`config.mk`:
```
export PLATFORM = sky130hd
export DESIGN_NAME = pwm_gate_matrix
export DESIGN_NICKNAME = d
export VERILOG_FILES = /design/src/rtl/pwm_gate_pkg.sv /design/src/rtl/pwm_gate_sync.sv /design/src/rtl/pwm_gate_route.sv /design/src/rtl/pwm_gate_select.sv /design/src/rtl/pwm_gate_matrix.sv
export SDC_FILE = /design/constraint.sdc
export NUM_CORES = 1
export LEC_CHECK = 0
export CAP_MARGIN = 20
export CORE_MARGIN = 8
export CORE_UTILIZATION = 25
export DETAILED_ROUTE_END_ITERATION = 8
export PLACE_DENSITY_LB_ADDON = 0.12
export SKIP_CTS_REPAIR_TIMING = 1
export SYNTH_ARGS = -nofsm -noshare
export SYNTH_HDL_FRONTEND = slang
export SYNTH_SLANG_ARGS = --single-unit
```
`constraint.sdc`:
```
create_clock -name clk_i -period 1 [get_ports clk_i]
set_input_delay 0.3 -clock clk_i [delete_from_list [all_inputs] [get_ports clk_i]]
set_output_delay 0.3 -clock clk_i [all_outputs]
set_load 0.02 [all_outputs]
```
`src/rtl/pwm_gate_pkg.sv`:
```
package pwm_gate_pkg;

    localparam int unsigned MAP_MAX_W = 64;

    typedef enum logic {
        COMB_AND = 1'b0,
        COMB_OR  = 1'b1
    } comb_mode_e;

    // number of outputs that own a dedicated pin
    function automatic int unsigned ded_count(input logic [MAP_MAX_W-1:0] map);
        int unsigned n;
        n = 0;
        for (int i = 0; i < MAP_MAX_W; i++) begin
            if (map[i]) n++;
        end
        return n;
    endfunction

    // dedicated pin slot serving output idx: count of mapped outputs below it
    function automatic int unsigned ded_slot(input logic [MAP_MAX_W-1:0] map,
                                             input int unsigned idx);
        int unsigned n;
        n = 0;
        for (int i = 0; i < MAP_MAX_W; i++) begin
            if (i < int'(idx) && map[i]) n++;
        end
        return n;
    endfunction

endpackage

```
`src/rtl/pwm_gate_sync.sv`:
```
module pwm_gate_sync #(
    parameter int unsigned WIDTH  = 1,
    parameter int unsigned STAGES = 2
) (
    input  logic             clk_i,
    input  logic             rst_ni,
    input  logic [WIDTH-1:0] async_i,
    output logic [WIDTH-1:0] sync_o
);

    logic [STAGES-1:0][WIDTH-1:0] chain_d, chain_q;

    always_comb begin
        chain_d    = chain_q;
        chain_d[0] = async_i;
        for (int s = 1; s < int'(STAGES); s++) begin
            chain_d[s] = chain_q[s-1];
        end
    end

    always_ff @(posedge clk_i or negedge rst_ni) begin
        if (!rst_ni) begin
            chain_q <= '0;
        end else begin
            chain_q <= chain_d;
        end
    end

    assign sync_o = chain_q[STAGES-1];

endmodule

```
`src/rtl/pwm_gate_route.sv`:
```
module pwm_gate_route
    import pwm_gate_pkg::*;
#(
    parameter int unsigned        NUM_OUT = 16,
    parameter logic [NUM_OUT-1:0] DED_MAP = 16'hC3C3,
    parameter int unsigned        NUM_DED = 8
) (
    input  logic [NUM_DED-1:0] ded_i,
    output logic [NUM_OUT-1:0] ded_full_o
);

    localparam logic [MAP_MAX_W-1:0] MAP_EXT = MAP_MAX_W'(DED_MAP);

    for (genvar o = 0; o < NUM_OUT; o++) begin : g_out
        if (DED_MAP[o]) begin : g_has
            localparam int unsigned SLOT = ded_slot(MAP_EXT, o);
            assign ded_full_o[o] = ded_i[SLOT];
        end else begin : g_none
            assign ded_full_o[o] = 1'b0;
        end
    end

endmodule

```
`src/rtl/pwm_gate_select.sv`:
```
module pwm_gate_select
    import pwm_gate_pkg::*;
#(
    parameter int unsigned NUM_OUT = 16
) (
    input  logic [NUM_OUT-1:0] on_i,
    input  logic [NUM_OUT-1:0] en_i,
    input  logic [NUM_OUT-1:0] or_sel_i,
    input  logic               glb_i,
    input  logic [NUM_OUT-1:0] ded_i,
    output logic [NUM_OUT-1:0] pre_o
);

    for (genvar o = 0; o < NUM_OUT; o++) begin : g_sel
        always_comb begin
            if (en_i[o]) begin
                unique case (comb_mode_e'(or_sel_i[o]))
                    COMB_OR:  pre_o[o] = glb_i | on_i[o];
                    default:  pre_o[o] = glb_i & on_i[o];
                endcase
            end else begin
                pre_o[o] = on_i[o] | ded_i[o];
            end
        end
    end

endmodule

```
`src/rtl/pwm_gate_matrix.sv`:
```
module pwm_gate_matrix
    import pwm_gate_pkg::*;
#(
    parameter int unsigned        NUM_OUT     = 16,
    parameter logic [NUM_OUT-1:0] DED_MAP     = 16'hC3C3,
    parameter int unsigned        NUM_DED     = ded_count(MAP_MAX_W'(DED_MAP)),
    parameter int unsigned        SYNC_STAGES = 2
) (
    input  logic               clk_i,
    input  logic               rst_ni,
    input  logic [NUM_OUT-1:0] out_on_i,
    input  logic [NUM_OUT-1:0] pwm_en_i,
    input  logic [NUM_OUT-1:0] pwm_or_i,
    input  logic               pwm_glb_i,
    input  logic [NUM_DED-1:0] pwm_ded_i,
    input  logic [NUM_OUT-1:0] shdn_i,
    input  logic               shdn_all_i,
    output logic [NUM_OUT-1:0] gate_o
);

    localparam int unsigned PIN_W = NUM_DED + 1;

    typedef struct packed {
        logic [NUM_OUT-1:0] gate;
    } gate_state_t;

    logic [PIN_W-1:0]   pins_sync;
    logic [NUM_OUT-1:0] ded_full;
    logic [NUM_OUT-1:0] gate_pre;
    gate_state_t        st_d, st_q;

    pwm_gate_sync #(
        .WIDTH  (PIN_W),
        .STAGES (SYNC_STAGES)
    ) u_sync (
        .clk_i   (clk_i),
        .rst_ni  (rst_ni),
        .async_i ({pwm_ded_i, pwm_glb_i}),
        .sync_o  (pins_sync)
    );

    pwm_gate_route #(
        .NUM_OUT (NUM_OUT),
        .DED_MAP (DED_MAP),
        .NUM_DED (NUM_DED)
    ) u_route (
        .ded_i      (pins_sync[PIN_W-1:1]),
        .ded_full_o (ded_full)
    );

    pwm_gate_select #(
        .NUM_OUT (NUM_OUT)
    ) u_select (
        .on_i     (out_on_i),
        .en_i     (pwm_en_i),
        .or_sel_i (pwm_or_i),
        .glb_i    (pins_sync[0]),
        .ded_i    (ded_full),
        .pre_o    (gate_pre)
    );

    always_comb begin
        st_d      = st_q;
        st_d.gate = gate_pre & ~shdn_i & ~{NUM_OUT{shdn_all_i}};
    end

    always_ff @(posedge clk_i or negedge rst_ni) begin
        if (!rst_ni) begin
            st_q <= '0;
        end else begin
            st_q <= st_d;
        end
    end

    assign gate_o = st_q.gate;

endmodule

```
-- Word-level counts from Yosys, hierarchy flattened
Index checks and enable logic that the tools add are counted.
Widths: inputs -> output; s select.
- output and inout port bits: 16
- input bits: 76
- word-level logic and storage cells: 79
- bits in registers: 34
- bitwise logic cells: 44
- mux-type cells: 32
- operator list (kind ; count):
    $and 16x16->16 ; 2
    $mux 1 ; 32
    $not 16->16 ; 2
    $or 1x1->1 ; 24
    $and 1x1->1 ; 16

-- Longest topological paths before layout
- depth after elaboration: 5
- gate-level depth with buffers: 3
- mapped depth without buffers: 2

-- Hierarchy
A second synthesis with hierarchy kept.
- cell total of the unflattened synthesis: 135
- area total of the unflattened synthesis: 1635.3 um^2
- by module, submodules not included (module ; sequential area each (um^2) ; times used ; area each (um^2) ; cells an instance):
    pwm_gate_matrix ; 400.4 ; 1 ; 601.8 ; 34
    pwm_gate_select ; 0.0 ; 1 ; 459.2 ; 66
    pwm_gate_sync ; 450.4 ; 1 ; 450.4 ; 18
    pwm_gate_route ; 0.0 ; 1 ; 123.9 ; 17

-- Worst setup path after synthesis
OpenSTA, ideal clock, no wires.
- path type: register to register
- start: reg u_sync.chain_q, in the netlist u_sync.sync_o[0]
- end: reg st_q, in the netlist gate_o[13]
- library setup time: 0.122 ns
- setup slack: -0.010 ns
- cell stages (with the launch flop): 4
- arrival: 0.888 ns
- required time: 0.878 ns
- cell sequence: dfrtp_1 buf_4 nor3b_2 a32o_1
- RTL lines (what ; line ; source):
    from (decl) ; pwm_gate_sync.sv:11 ; logic [STAGES-1:0][WIDTH-1:0] chain_d, chain_q;
    from (signal assigned) ; pwm_gate_sync.sv:25 ; chain_q <= chain_d;
    to (signal assigned) ; pwm_gate_matrix.sv:71 ; st_q <= st_d;
    to (decl) ; pwm_gate_matrix.sv:30 ; gate_state_t st_d, st_q;

-- Final worst setup path
- start: reg st_q, in the netlist gate_o[15]
- end: out gate_o[15]
- RTL lines (what ; line ; source):
    to (decl) ; pwm_gate_matrix.sv:18 ; output logic [NUM_OUT-1:0] gate_o
No word-level cell between the ends.

==> impl_metrics.ini <==
[sta]
setup_violations = 26
setup_slack_ps = -98.6
hold_ws_ps = 352
fin_skew_ps = 7.34
worst_pin_slew_ps = 240
min_period_ps = 1100
slew_headroom = 0.839
slew_viol_final = 0
finalHoldViolCount = 0
rsz0062_at_grt = yes
min_period_over_period = 1.10
clock.fmax_mhz = 910

[logic_synthesis]
ys_warn_count = 0
yosysUniqueCellTypes = 20
ys_seq_area_frac = 0.594
syn_avg_cell_area_um2 = 12.2
ys_ff_latch = 34
synthArstFlopShare = 1.00
yosysTopAreaCell = dfrtp_1
synthTopCellsByArea = dfrtp_1 59%, a32o_1 5.6%, a21o_1 4.2%
syn_nets = 193
synth_edf_count = 0
synth.most_common_cell = dfrtp_1
synth_ff_type = dfrtp_1
synth_top_cell_area_share = 0.594
synth_common_cells = 34 x dfrtp_1, 9 x nor2_1, 8 x a21o_1, 8 x a32o_1, 8 x nand2b_1
synthesis.area_um2 = 1430
syn_inst = 117

[setup_path]
required_ps = 700
critical_path.cell_chain = buf_6
crit_buf_inv = 1
slowest_stage = dfrtp_1
critPathArrivalTime_ps = 800
slowest_delay_ps = 380
startpoint_type = flop
r2r_cells = 3
end_kind = output port
cp_top_family = flip-flops
crit_fanout = 1
critPathKind = flop to output port
cp.depth = 1

[clock_tree]
clock-sinks = 34
cts.clk_slew.worst_paths_ps = 80
htreeDepth = 2
clk_latency_ps = 290
clockRootBuffer = clkbuf_8
clock_path_buffers = 2
cts_tree = built
cts_made_buffers = 5

[global_route]
antenna_found_initial = 0
grt_pass1_vias = 1626
grt_max_degree = 35
grt_use_total = 0.115
grt_pass1_wl_mm = 7.66
overflow = 0

[finish]
fin_nets = 296
diodes = 0
syn_to_final_growth_pct = 85.8
layout-drive-gt1-share = 0.235
design_area_um2 = 2660

[floorplan]
ioPinCount = 92
die_w_um = 91.7
row_count = 27
die-area_um2 = 8400
fp.coreArea_um2 = 5510
die_h_um = 91.7
floorplan.initialDensity = 0.260

[outcome]
outcome = finished, violations left
violations = negative setup slack

[hold_path]
hold_path_class = flop to flop
whs_path_depth = 0

[placed_design]
hpwl_mm = 3.76
dpl_cell_area_um2 = 2460
io_buffers = 91
pre_cts_ws_ps = -474
gp_congestion = 0.722

[detailed_routing]
drc = 0
wl_mm = 4.86
final_antenna_net_count = 0
drt_first_pass_iters = 4
viasPerCell = 4.59
wl_per_cell_um = 16.6
vias = 1346
dr.first_iter.drc_count = 27

[pwr]
power.leakage_nw = 1.14
powerDensity_nw_per_um2 = 1230
p_total_w = 0.00327
ir_drop_mv = 0.718

[flow_run]
drv_cap = 0
## registers in the layout, summed over array words and instances (netlist names)
name	count
u_sync.sync_o	9
gate_o	16
u_sync.chain_d	9
## per-layer routing
| metal | global-route usage | routed length, µm | vias up |
|---|---|---|---|
| li1 | - | - | 633 |
| met1 | 0.102 | 1630 | 657 |
| met2 | 0.227 | 2780 | 48 |
| met3 | 0.0407 | 371 | 8 |
| met4 | 0.0423 | 81 | 0 |
| met5 | 0 | 0 | - |
## final cells by class
type / instances / area (µm²)
clock buffer: 6 / 82.6
sequential: 34 / 852
clock inverter: 2 / 12.5
inverter: 1 / 3.75
fill: 518 / 2850
tap: 72 / 90.1
multi-input combinational: 79 / 588
timing repair buffer: 99 / 1030
## cells in the final DEF (no fill, tap or decap)
master | netlist | final
clkinv_2 | 0 | 1
dfrtp_2 | 0 | 1
o21ai_2 | 0 | 4
maj3_2 | 1 | 1
o21ai_0 | 7 | 3
buf_4 | 2 | 2
dlygate4sd3_1 | 0 | 1
buf_12 | 0 | 2
clkbuf_8 | 0 | 6
buf_6 | 1 | 19
clkdlybuf4s50_1 | 0 | 72
a32o_1 | 8 | 6
a21boi_0 | 7 | 3
or2_1 | 3 | 3
o211a_1 | 1 | 1
nor3b_2 | 1 | 1
nor2_1 | 9 | 9
or3_1 | 1 | 1
dfrtp_1 | 34 | 33
dlymetal6s2s_1 | 0 | 2
a21boi_1 | 0 | 4
a21o_1 | 8 | 8
nor3_1 | 7 | 7
nor3b_1 | 7 | 7
clkinvlp_4 | 0 | 1
or2_2 | 4 | 4
buf_2 | 0 | 1
nand2b_1 | 8 | 8
a211oi_2 | 3 | 7
inv_1 | 1 | 1
a32o_2 | 0 | 2
## per-stage QoR
step | TNS (ps) | util | instances
finish | -1850 | 0.483 | 293
global route | -2760 | 0.483 | 293
CTS | -10960 | 0.465 | 290
detailed placement | -10700 | 0.447 | 282
global placement | -10400 | 0.447 | 282
floorplan | -7.96 | - | 117
## worst paths after layout
| check | start | to | slack, ps |
|---|---|---|---|
| hold / removal | u_sync.chain_d[11]$_DFF_PN0_ | u_sync.sync_o[2]$_DFF_PN0_ | 350 |
| max in group asynchronous | rst_ni | u_sync.sync_o[0]$_DFF_PN0_ | 280 |
| hold reg to reg | u_sync.chain_d[11]$_DFF_PN0_ | u_sync.sync_o[2]$_DFF_PN0_ | 350 |
| min in group asynchronous | rst_ni | gate_o[12]$_DFF_PN0_ | 510 |
| setup / recovery | gate_o[15]$_DFF_PN0_ | gate_o[15] | -100 |
| setup reg to reg | u_sync.sync_o[0]$_DFF_PN0_ | gate_o[13]$_DFF_PN0_ | -60 |
## report_power, final
part / internal (W) / leakage (nW) / switching [W]
Combinational: 0.000453 / 0.671 / 0.000259
Clock: 0.000554 / 0.0472 / 0.000520
Sequential: 0.00145 / 0.421 / 0.0000311
Total: 0.00246 / 1.14 / 0.000810
## kinds of logic after synthesis
group	after synthesis	synth area share
compound gates	38	0.213
fa+ha+maj	1	0.00787
buf+inv	4	0.0210
flops	34	0.594
simple gates	40	0.163
No activity file was read; power rests on OpenSTA's default activity.
